<file path="src/rtl/sgd_pkg.sv">
package sgd_pkg;
   typedef enum logic [2:0] {
      ST_IDLE      = 3'd0,
      ST_FETCH_ADR = 3'd1,
      ST_FETCH_CNT = 3'd2,
      ST_MOVE      = 3'd3,
      ST_NEXT      = 3'd4
   } sgd_state_e;

   localparam int unsigned WORD_BYTES  = 4;
   localparam int unsigned DESC_STRIDE = 8;
   localparam int unsigned BUS_W       = 32;
   localparam int unsigned EOL_POS     = 31;
   localparam int unsigned FLAG_POS    = 30;
   localparam int unsigned CNT_FIELD_W = 24;
endpackage

</file>
<file path="src/rtl/sgd_field_split.sv">
module sgd_field_split
   import sgd_pkg::*;
#(
   parameter int unsigned CNT_W = 24
) (
   input  logic [BUS_W-1:0] word_i,
   output logic [CNT_W-1:0] count_o,
   output logic             eol_o,
   output logic             flag_o
);
   if (CNT_W < 3 || CNT_W > CNT_FIELD_W) begin : g_bad_width
      $error("sgd_field_split: CNT_W out of range");
   end

   // Marker bits sit at fixed positions in the count word.
   assign eol_o  = word_i[EOL_POS];
   assign flag_o = word_i[FLAG_POS];

   if (CNT_W == CNT_FIELD_W) begin : g_full
      assign count_o = word_i[CNT_FIELD_W-1:0];
   end else begin : g_narrow
      // Upper part of the count field is dropped for a narrow channel.
      assign count_o = word_i[CNT_W-1:0];
   end
endmodule

</file>
<file path="src/rtl/sgd_remain_step.sv">
module sgd_remain_step
   import sgd_pkg::*;
#(
   parameter int unsigned CNT_W = 24
) (
   input  logic [CNT_W-1:0] remain_i,
   output logic [CNT_W-1:0] remain_next_o,
   output logic             last_beat_o
);
   localparam logic [CNT_W-1:0] BEAT = CNT_W'(WORD_BYTES);

   // A beat moves one word; a tail of fewer bytes still costs a full beat.
   assign last_beat_o   = (remain_i <= BEAT);
   assign remain_next_o = last_beat_o ? '0 : (remain_i - BEAT);
endmodule

</file>
<file path="src/rtl/sgd_event_reg.sv">
module sgd_event_reg (
   input  logic clk,
   input  logic rst_n,
   input  logic clear_stat,
   input  logic fire,
   input  logic is_eol,
   input  logic is_flag,
   input  logic ie_eol,
   input  logic ie_flag,
   output logic stat_eol,
   output logic irq_eol,
   output logic irq_flag
);
   always_ff @(posedge clk or negedge rst_n) begin
      if (!rst_n) begin
         stat_eol <= 1'b0;
         irq_eol  <= 1'b0;
         irq_flag <= 1'b0;
      end else begin
         irq_eol  <= fire & is_eol & ie_eol;
         irq_flag <= fire & is_flag & ie_flag;
         if (clear_stat) begin
            stat_eol <= 1'b0;
         end else if (fire && is_eol) begin
            stat_eol <= 1'b1;
         end
      end
   end
endmodule

</file>
<file path="src/rtl/sgd_dma_channel.sv">
module sgd_dma_channel
   import sgd_pkg::*;
#(
   parameter int unsigned ADDR_W = 32,
   parameter int unsigned CNT_W  = 24
) (
   input  logic              clk,
   input  logic              rst_n,
   input  logic              cfg_run,
   input  logic              cfg_start,
   input  logic              cfg_loop,
   input  logic              cfg_dir,
   input  logic              cfg_ie_eol,
   input  logic              cfg_ie_flag,
   input  logic [ADDR_W-1:0] cfg_table_base,
   output logic              mem_req,
   output logic              mem_we,
   output logic [ADDR_W-1:0] mem_addr,
   output logic [31:0]       mem_wdata,
   input  logic              mem_ack,
   input  logic [31:0]       mem_rdata,
   input  logic [31:0]       smp_in_data,
   output logic              smp_out_valid,
   output logic [31:0]       smp_out_data,
   output logic              busy,
   output logic              stat_eol,
   output logic              irq_eol,
   output logic              irq_flag,
   output logic [ADDR_W-1:0] cur_ptr,
   output logic [ADDR_W-1:0] cur_addr,
   output logic [CNT_W-1:0]  cur_count
);
   localparam int unsigned ALIGN_W = $clog2(WORD_BYTES);
   localparam logic [ADDR_W-1:0] STEP_WORD = ADDR_W'(WORD_BYTES);
   localparam logic [ADDR_W-1:0] STEP_DESC = ADDR_W'(DESC_STRIDE);

   if (ADDR_W < 8 || ADDR_W > BUS_W) begin : g_bad_addr
      $error("sgd_dma_channel: ADDR_W must lie in 8..32");
   end

   sgd_state_e        state_q;
   logic [ADDR_W-1:0] ptr_q;
   logic [ADDR_W-1:0] addr_q;
   logic [CNT_W-1:0]  remain_q;
   logic              eol_q;
   logic              flag_q;
   logic              dir_q;

   logic [ADDR_W-1:0] base_aligned;
   logic              start_ok;
   logic [CNT_W-1:0]  f_count;
   logic              f_eol;
   logic              f_flag;
   logic [CNT_W-1:0]  remain_next;
   logic              last_beat;
   logic              take;

   assign base_aligned = {cfg_table_base[ADDR_W-1:ALIGN_W], {ALIGN_W{1'b0}}};
   assign start_ok     = (state_q == ST_IDLE) && cfg_start && cfg_run;
   assign take         = mem_req && mem_ack;

   sgd_field_split #(.CNT_W(CNT_W)) u_split (
      .word_i  (mem_rdata),
      .count_o (f_count),
      .eol_o   (f_eol),
      .flag_o  (f_flag)
   );

   sgd_remain_step #(.CNT_W(CNT_W)) u_step (
      .remain_i      (remain_q),
      .remain_next_o (remain_next),
      .last_beat_o   (last_beat)
   );

   sgd_event_reg u_evt (
      .clk        (clk),
      .rst_n      (rst_n),
      .clear_stat (start_ok),
      .fire       (state_q == ST_NEXT),
      .is_eol     (eol_q),
      .is_flag    (flag_q),
      .ie_eol     (cfg_ie_eol),
      .ie_flag    (cfg_ie_flag),
      .stat_eol   (stat_eol),
      .irq_eol    (irq_eol),
      .irq_flag   (irq_flag)
   );

   // Memory request decode from the current state.
   always_comb begin
      mem_req  = 1'b0;
      mem_we   = 1'b0;
      mem_addr = ptr_q;
      unique case (state_q)
         ST_FETCH_ADR: begin
            mem_req  = 1'b1;
            mem_addr = ptr_q;
         end
         ST_FETCH_CNT: begin
            mem_req  = 1'b1;
            mem_addr = ptr_q + STEP_WORD;
         end
         ST_MOVE: begin
            mem_req  = 1'b1;
            mem_we   = dir_q;
            mem_addr = addr_q;
         end
         default: begin
            mem_req  = 1'b0;
         end
      endcase
   end

   assign mem_wdata = smp_in_data;

   // Descriptor walk.
   always_ff @(posedge clk or negedge rst_n) begin
      if (!rst_n) begin
         state_q  <= ST_IDLE;
         ptr_q    <= '0;
         addr_q   <= '0;
         remain_q <= '0;
         eol_q    <= 1'b0;
         flag_q   <= 1'b0;
         dir_q    <= 1'b0;
      end else begin
         unique case (state_q)
            ST_IDLE: begin
               if (start_ok) begin
                  ptr_q   <= base_aligned;
                  dir_q   <= cfg_dir;
                  state_q <= ST_FETCH_ADR;
               end
            end
            ST_FETCH_ADR: begin
               if (take) begin
                  addr_q  <= mem_rdata[ADDR_W-1:0];
                  state_q <= cfg_run ? ST_FETCH_CNT : ST_IDLE;
               end
            end
            ST_FETCH_CNT: begin
               if (take) begin
                  remain_q <= f_count;
                  eol_q    <= f_eol;
                  flag_q   <= f_flag;
                  if (!cfg_run) begin
                     state_q <= ST_IDLE;
                  end else if (f_count == '0) begin
                     state_q <= ST_NEXT;
                  end else begin
                     state_q <= ST_MOVE;
                  end
               end
            end
            ST_MOVE: begin
               if (take) begin
                  addr_q   <= addr_q + STEP_WORD;
                  remain_q <= remain_next;
                  if (!cfg_run) begin
                     state_q <= ST_IDLE;
                  end else if (last_beat) begin
                     state_q <= ST_NEXT;
                  end
               end
            end
            ST_NEXT: begin
               if (eol_q) begin
                  if (cfg_loop && cfg_run) begin
                     ptr_q   <= base_aligned;
                     state_q <= ST_FETCH_ADR;
                  end else begin
                     state_q <= ST_IDLE;
                  end
               end else begin
                  ptr_q   <= ptr_q + STEP_DESC;
                  state_q <= cfg_run ? ST_FETCH_ADR : ST_IDLE;
               end
            end
            default: state_q <= ST_IDLE;
         endcase
      end
   end

   // Read samples leave one cycle after their acknowledge.
   always_ff @(posedge clk or negedge rst_n) begin
      if (!rst_n) begin
         smp_out_valid <= 1'b0;
         smp_out_data  <= '0;
      end else begin
         smp_out_valid <= (state_q == ST_MOVE) && take && !dir_q;
         if ((state_q == ST_MOVE) && take && !dir_q) begin
            smp_out_data <= mem_rdata;
         end
      end
   end

   assign busy      = (state_q != ST_IDLE);
   assign cur_ptr   = ptr_q;
   assign cur_addr  = addr_q;
   assign cur_count = remain_q;
endmodule

</file>
<file path="config.mk">
export PLATFORM = sky130hd
export DESIGN_NAME = sgd_dma_channel
export DESIGN_NICKNAME = d
export VERILOG_FILES = /design/src/rtl/sgd_pkg.sv /design/src/rtl/sgd_field_split.sv /design/src/rtl/sgd_remain_step.sv /design/src/rtl/sgd_event_reg.sv /design/src/rtl/sgd_dma_channel.sv
export SDC_FILE = /design/constraint.sdc
export NUM_CORES = 1
export LEC_CHECK = 0
export BUFFER_PORTS_ARGS = -buffer_cell sky130_fd_sc_hd__buf_2
export CAP_MARGIN = 5
export CORE_UTILIZATION = 40
export CTS_CLUSTER_SIZE = 10
export DETAILED_ROUTE_END_ITERATION = 16
export GPL_TIMING_DRIVEN = 0
export HOLD_SLACK_MARGIN = 0.15
export PLACE_DENSITY_LB_ADDON = 0.12
export SLEW_MARGIN = 10
export SYNTH_ARGS = -nofsm -noshare
export SYNTH_HDL_FRONTEND = slang
export SYNTH_HIERARCHICAL = 1
export SYNTH_SLANG_ARGS = --single-unit
</file>
<file path="constraint.sdc">
create_clock -name clk -period 2.8 [get_ports clk]
set_input_delay 0.28 -clock clk [delete_from_list [all_inputs] [get_ports clk]]
set_output_delay 0.28 -clock clk [all_outputs]
set_load 0.02 [all_outputs]
</file>
==> Flow_metrics.wiki <==
{| class="wikitable"
! Metric !! Value
|-
| Share of the core filled with cells in the final layout || 56.5%
|-
| Initial antenna violation count || 0
|-
| Placement row count || 53
|-
| Die Area || 22,600 um^2
|-
| Most frequently used cell type in the post-synthesis netlist || nand2_1
|-
| Chain of cells forming the critical path || buf_6 > nand3_1 > or2_4 > nor3_1 > a311oi_1 > nor2_1 > buf_2
|-
| Count of boundary I/O pins || around 300
|-
| Power per standard cell area || ~1200 nW/um^2
|-
| Post-route DRC violation count || 0
|-
| Clock input transition at the sequential cells of the worst setup and hold paths || around 0.060 ns
|-
| Post-route minimum period || approximately 2.8 ns
|-
| Detailed-route wire length per cell || about 20 um
|-
| Synth Area in XOR/XNOR || 0.996%
|-
| Status || finished clean
|-
| Period utilization || around 100%
|-
| Area Growth Syn to Fin || 36.7%
|-
| Setup TNS || 0 ns
|-
| Hold Worst Slack || approximately 0.16 ns
|-
| Adder-Cell Fraction of Synth Area || less than 1%
|-
| CP Launch Type || flip-flop
|-
| Clock Sinks || 128
|-
| First-pass GRT wire length || around 54,000 um
|-
| Clock Skews || 0.0128 ns
|-
| Antenna-violating nets left || 0
|-
| Total of buffers placed on input and output ports || between 200 and 300
|-
| Largest family of logic cells by synthesized area || simple AND/OR/NAND/NOR gates
|-
| First drt pass iteration count || 6
|-
| Number of register bits inferred by synthesis || 128
|-
| Setup CP Type || reg -> out
|-
| Via count of the first global-routing pass || 9,511
|-
| Die outline width || about 150 um
|-
| Routed vias/inst || between 5 and 6
|-
| Simple-gate share of the synthesized area || roughly a quarter
|-
| DRT iter0 DRCs || roughly 900
|-
| Number of buffers created by CTS || 17
|-
| Achievable frequency || 0.359 GHz
|-
| Largest incremental delay on the critical path || 0.49 ns
|-
| Peak VDD IR || slightly below 700 uV
|-
| Routed WL || about 36,000 um
|-
| Share of cells above drive strength 1 || about 33%
|-
| Largest area contributor in the netlist || dfrtp_1
|-
| Die Span Y || around 150 um
|-
| Cell types with the largest area share after synthesis || dfrtp_1, nand2_1, o21ai_0
|-
| Multiplexer share of the synthesized area || ~4.2%
|-
| Post-Synthesis Cells || between 1,000 and 1,500
|-
| Critical path peak fanout || 6
|-
| Worst hold path class || in -> reg
|-
| Number of nets at the end of the flow || between 1,500 and 2,000
|-
| Hold Violations, Final || 0
|-
| Worst Setup End Kind || primary output
|-
| Required time of the critical path || 2.52 ns
|-
| Count of synthesis-stage warnings from yosys || 6
|-
| Antenna cell count || 0
|-
| Max-capacitance violation count || 0
|-
| Least-Margin Pin Slew || about 0.73 ns
|-
| Syn Area/Cell || between 7 and 8 um^2
|-
| Root buffer selected by CTS || clkbuf_16
|-
| Most instantiated cells after synthesis || nand2_1, dfrtp_1, o21ai_0
|-
| Overall fraction of global-route tracks in use || 31.3%
|-
| Total of endpoints with negative setup slack in the final report || 0
|-
| Final Max Tran Viols || 0
|-
| Effective utilization at floorplan || between 40% and 50%
|-
| Final GP Congestion || 0.927
|-
| Maximum number of pins on one net before global-route repair || 69
|-
| H-tree levels || 4
|-
| Portion of synthesized cell area occupied by the leading cell type || between 30% and 40%
|-
| Placeable core region || about 21,000 um^2
|-
| RSZ-0062 raised after global routing || true
|-
| Master of the slowest instance on the critical path || nor3_1
|-
| Top flip-flop cell by instance count after synthesis || dfrtp_1
|-
| Clock tree from TritonCTS || done
|-
| Worst Path Arrival || 2.51 ns
|-
| Total number of vias || between 10,000 and 15,000
|-
| Post-synthesis compound-gate area fraction || a little under a quarter
|-
| Maximum buffer depth of the clock tree || 2
|-
| Post-synthesis instance area || a little under 9000 um^2
|-
| EDFF count, synth || 0
|-
| Half-perimeter wire length after placement || 25,800 um
|-
| Final global-route overflow total || 0
|-
| Remaining max-slew budget at the tightest pin || about half
|-
| Clk Latency, worst-skew pair || roughly 0.44 ns
|-
| Share of synthesized registers carrying an async set or reset || 100%
|-
| Sequential share of the synthesized area || a little over a third
|-
| Count of unique library cells instantiated by Yosys || 76
|-
| Leakage component of the power || 5.57 nW
|}
## metal layers
layer / track usage (%) / wire, um / vias to the layer above
li1: - / - / 4686
met1: 44.5 / 15600 / 5004
met2: 47.2 / 15700 / 630
met3: 5.24 / 3280 / 74
met4: 11.8 / 980 / 0
met5: 0 / 0 / -
## per-stage QoR
| stage | std cells | instance area [um^2] | total power, mW | setup slack [ns] |
|---|---|---|---|---|
| 2_1_floorplan | 1106 | 8800 | 8.35 | 0.0762 |
| 3_3_place_gp | 1640 | 10400 | 11.1 | -0.538 |
| 3_5_place_dp | 1641 | 10500 | 11.1 | -0.418 |
| 4_1_cts | 1729 | 11700 | 13.7 | -0.0461 |
| 5_1_grt | 1752 | 12000 | 14.8 | -0.0244 |
| 6_report | 1752 | 12000 | 14.0 | 0.0109 |
## critical path, delay by kind of cell (launching register included)
kind	cells	cell delay, ns
flops	1	0.38
simple gates	4	1.19
compound gates	1	0.17
buf+inv	2	0.34
## final timing paths
path                                          from                to  slack [ns]  cells after the start
worst max-delay path                   cur_ptr[20]      mem_addr[24]        0.01                      7
worst min-delay path            cfg_table_base[11]       cur_ptr[11]        0.16                      3
worst max register to register       cur_count[11]        state_q[0]        0.19                      7
worst min register to register     smp_out_data[6]   smp_out_data[6]        0.47                      2
max in group asynchronous                    rst_n  smp_out_data[16]        1.59                      3
min in group asynchronous                    rst_n    u_evt/irq_flag        0.44                      2
## cell families after synthesis
logic type | Yosys count
and+or+nand+nor | 447
AOI/OAI and AO/OA | 318
buffers and inverters | 160
DFF | 128
muxes | 36
xor gates and xnor gates | 10
adders and majority gates | 5
other | 1
## layout make-up
| class | instances | area, um^2 |
|---|---|---|
| Buffer | 133 | 812 |
| Multi-Input combinational cell | 818 | 4900 |
| Inverter | 22 | 83.8 |
| Timing Repair Buffer | 344 | 2090 |
| Fill cell | 2043 | 9270 |
| Clock buffer | 18 | 439 |
| Sequential cell | 128 | 3220 |
| Tap cell | 275 | 344 |
| Clock inverter | 14 | 134 |
## cell usage in the layout (no fill, tap or decap), types with 6 or more instances in the layout
cell / n
nor3_1: 18
and3_1: 10
nor2_1: 71
or4_1: 10
inv_1: 21
a2bb2oi_1: 8
o31ai_1: 6
nor2b_1: 6
and2_1: 12
a21oi_1: 68
a22oi_1: 13
nand3_1: 37
o22ai_1: 13
a31oi_1: 12
clkbuf_2: 12
nand4_1: 19
dlygate4sd3_1: 47
o21ai_0: 113
or3_1: 9
nand2_1: 187
buf_4: 99
dfrtp_2: 16
buf_6: 8
clkbuf_1: 40
clkbuf_16: 17
o22a_1: 8
and4_1: 7
xor2_1: 7
mux2i_1: 31
nor4_1: 12
a32oi_1: 20
dfrtp_1: 112
buf_2: 263
o211ai_1: 6
## power breakdown
part	internal (mW)	switching (mW)
logic	2.78	5.03
registers	2.73	1.23
clock network	1.26	0.980
## what timing repair did
item	in CTS	in global routing
gates resized for setup	51	40
endpoints found under the setup margin	43	46
hold buffers	47	0
setup buffers	12	25
hold endpoints to repair	115	0
pin swaps	4	13
## registers in the layout (all words and copies together), names as in the netlist
register,flops
u_evt/stat_eol,1
state_q,3
cur_addr,32
u_evt/irq_eol,1
smp_out_data,32
flag_q,1
eol_q,1
cur_count,24
u_evt/irq_flag,1
smp_out_valid,1
dir_q,1
cur_ptr,30
(Power assumes the default switching activity.)
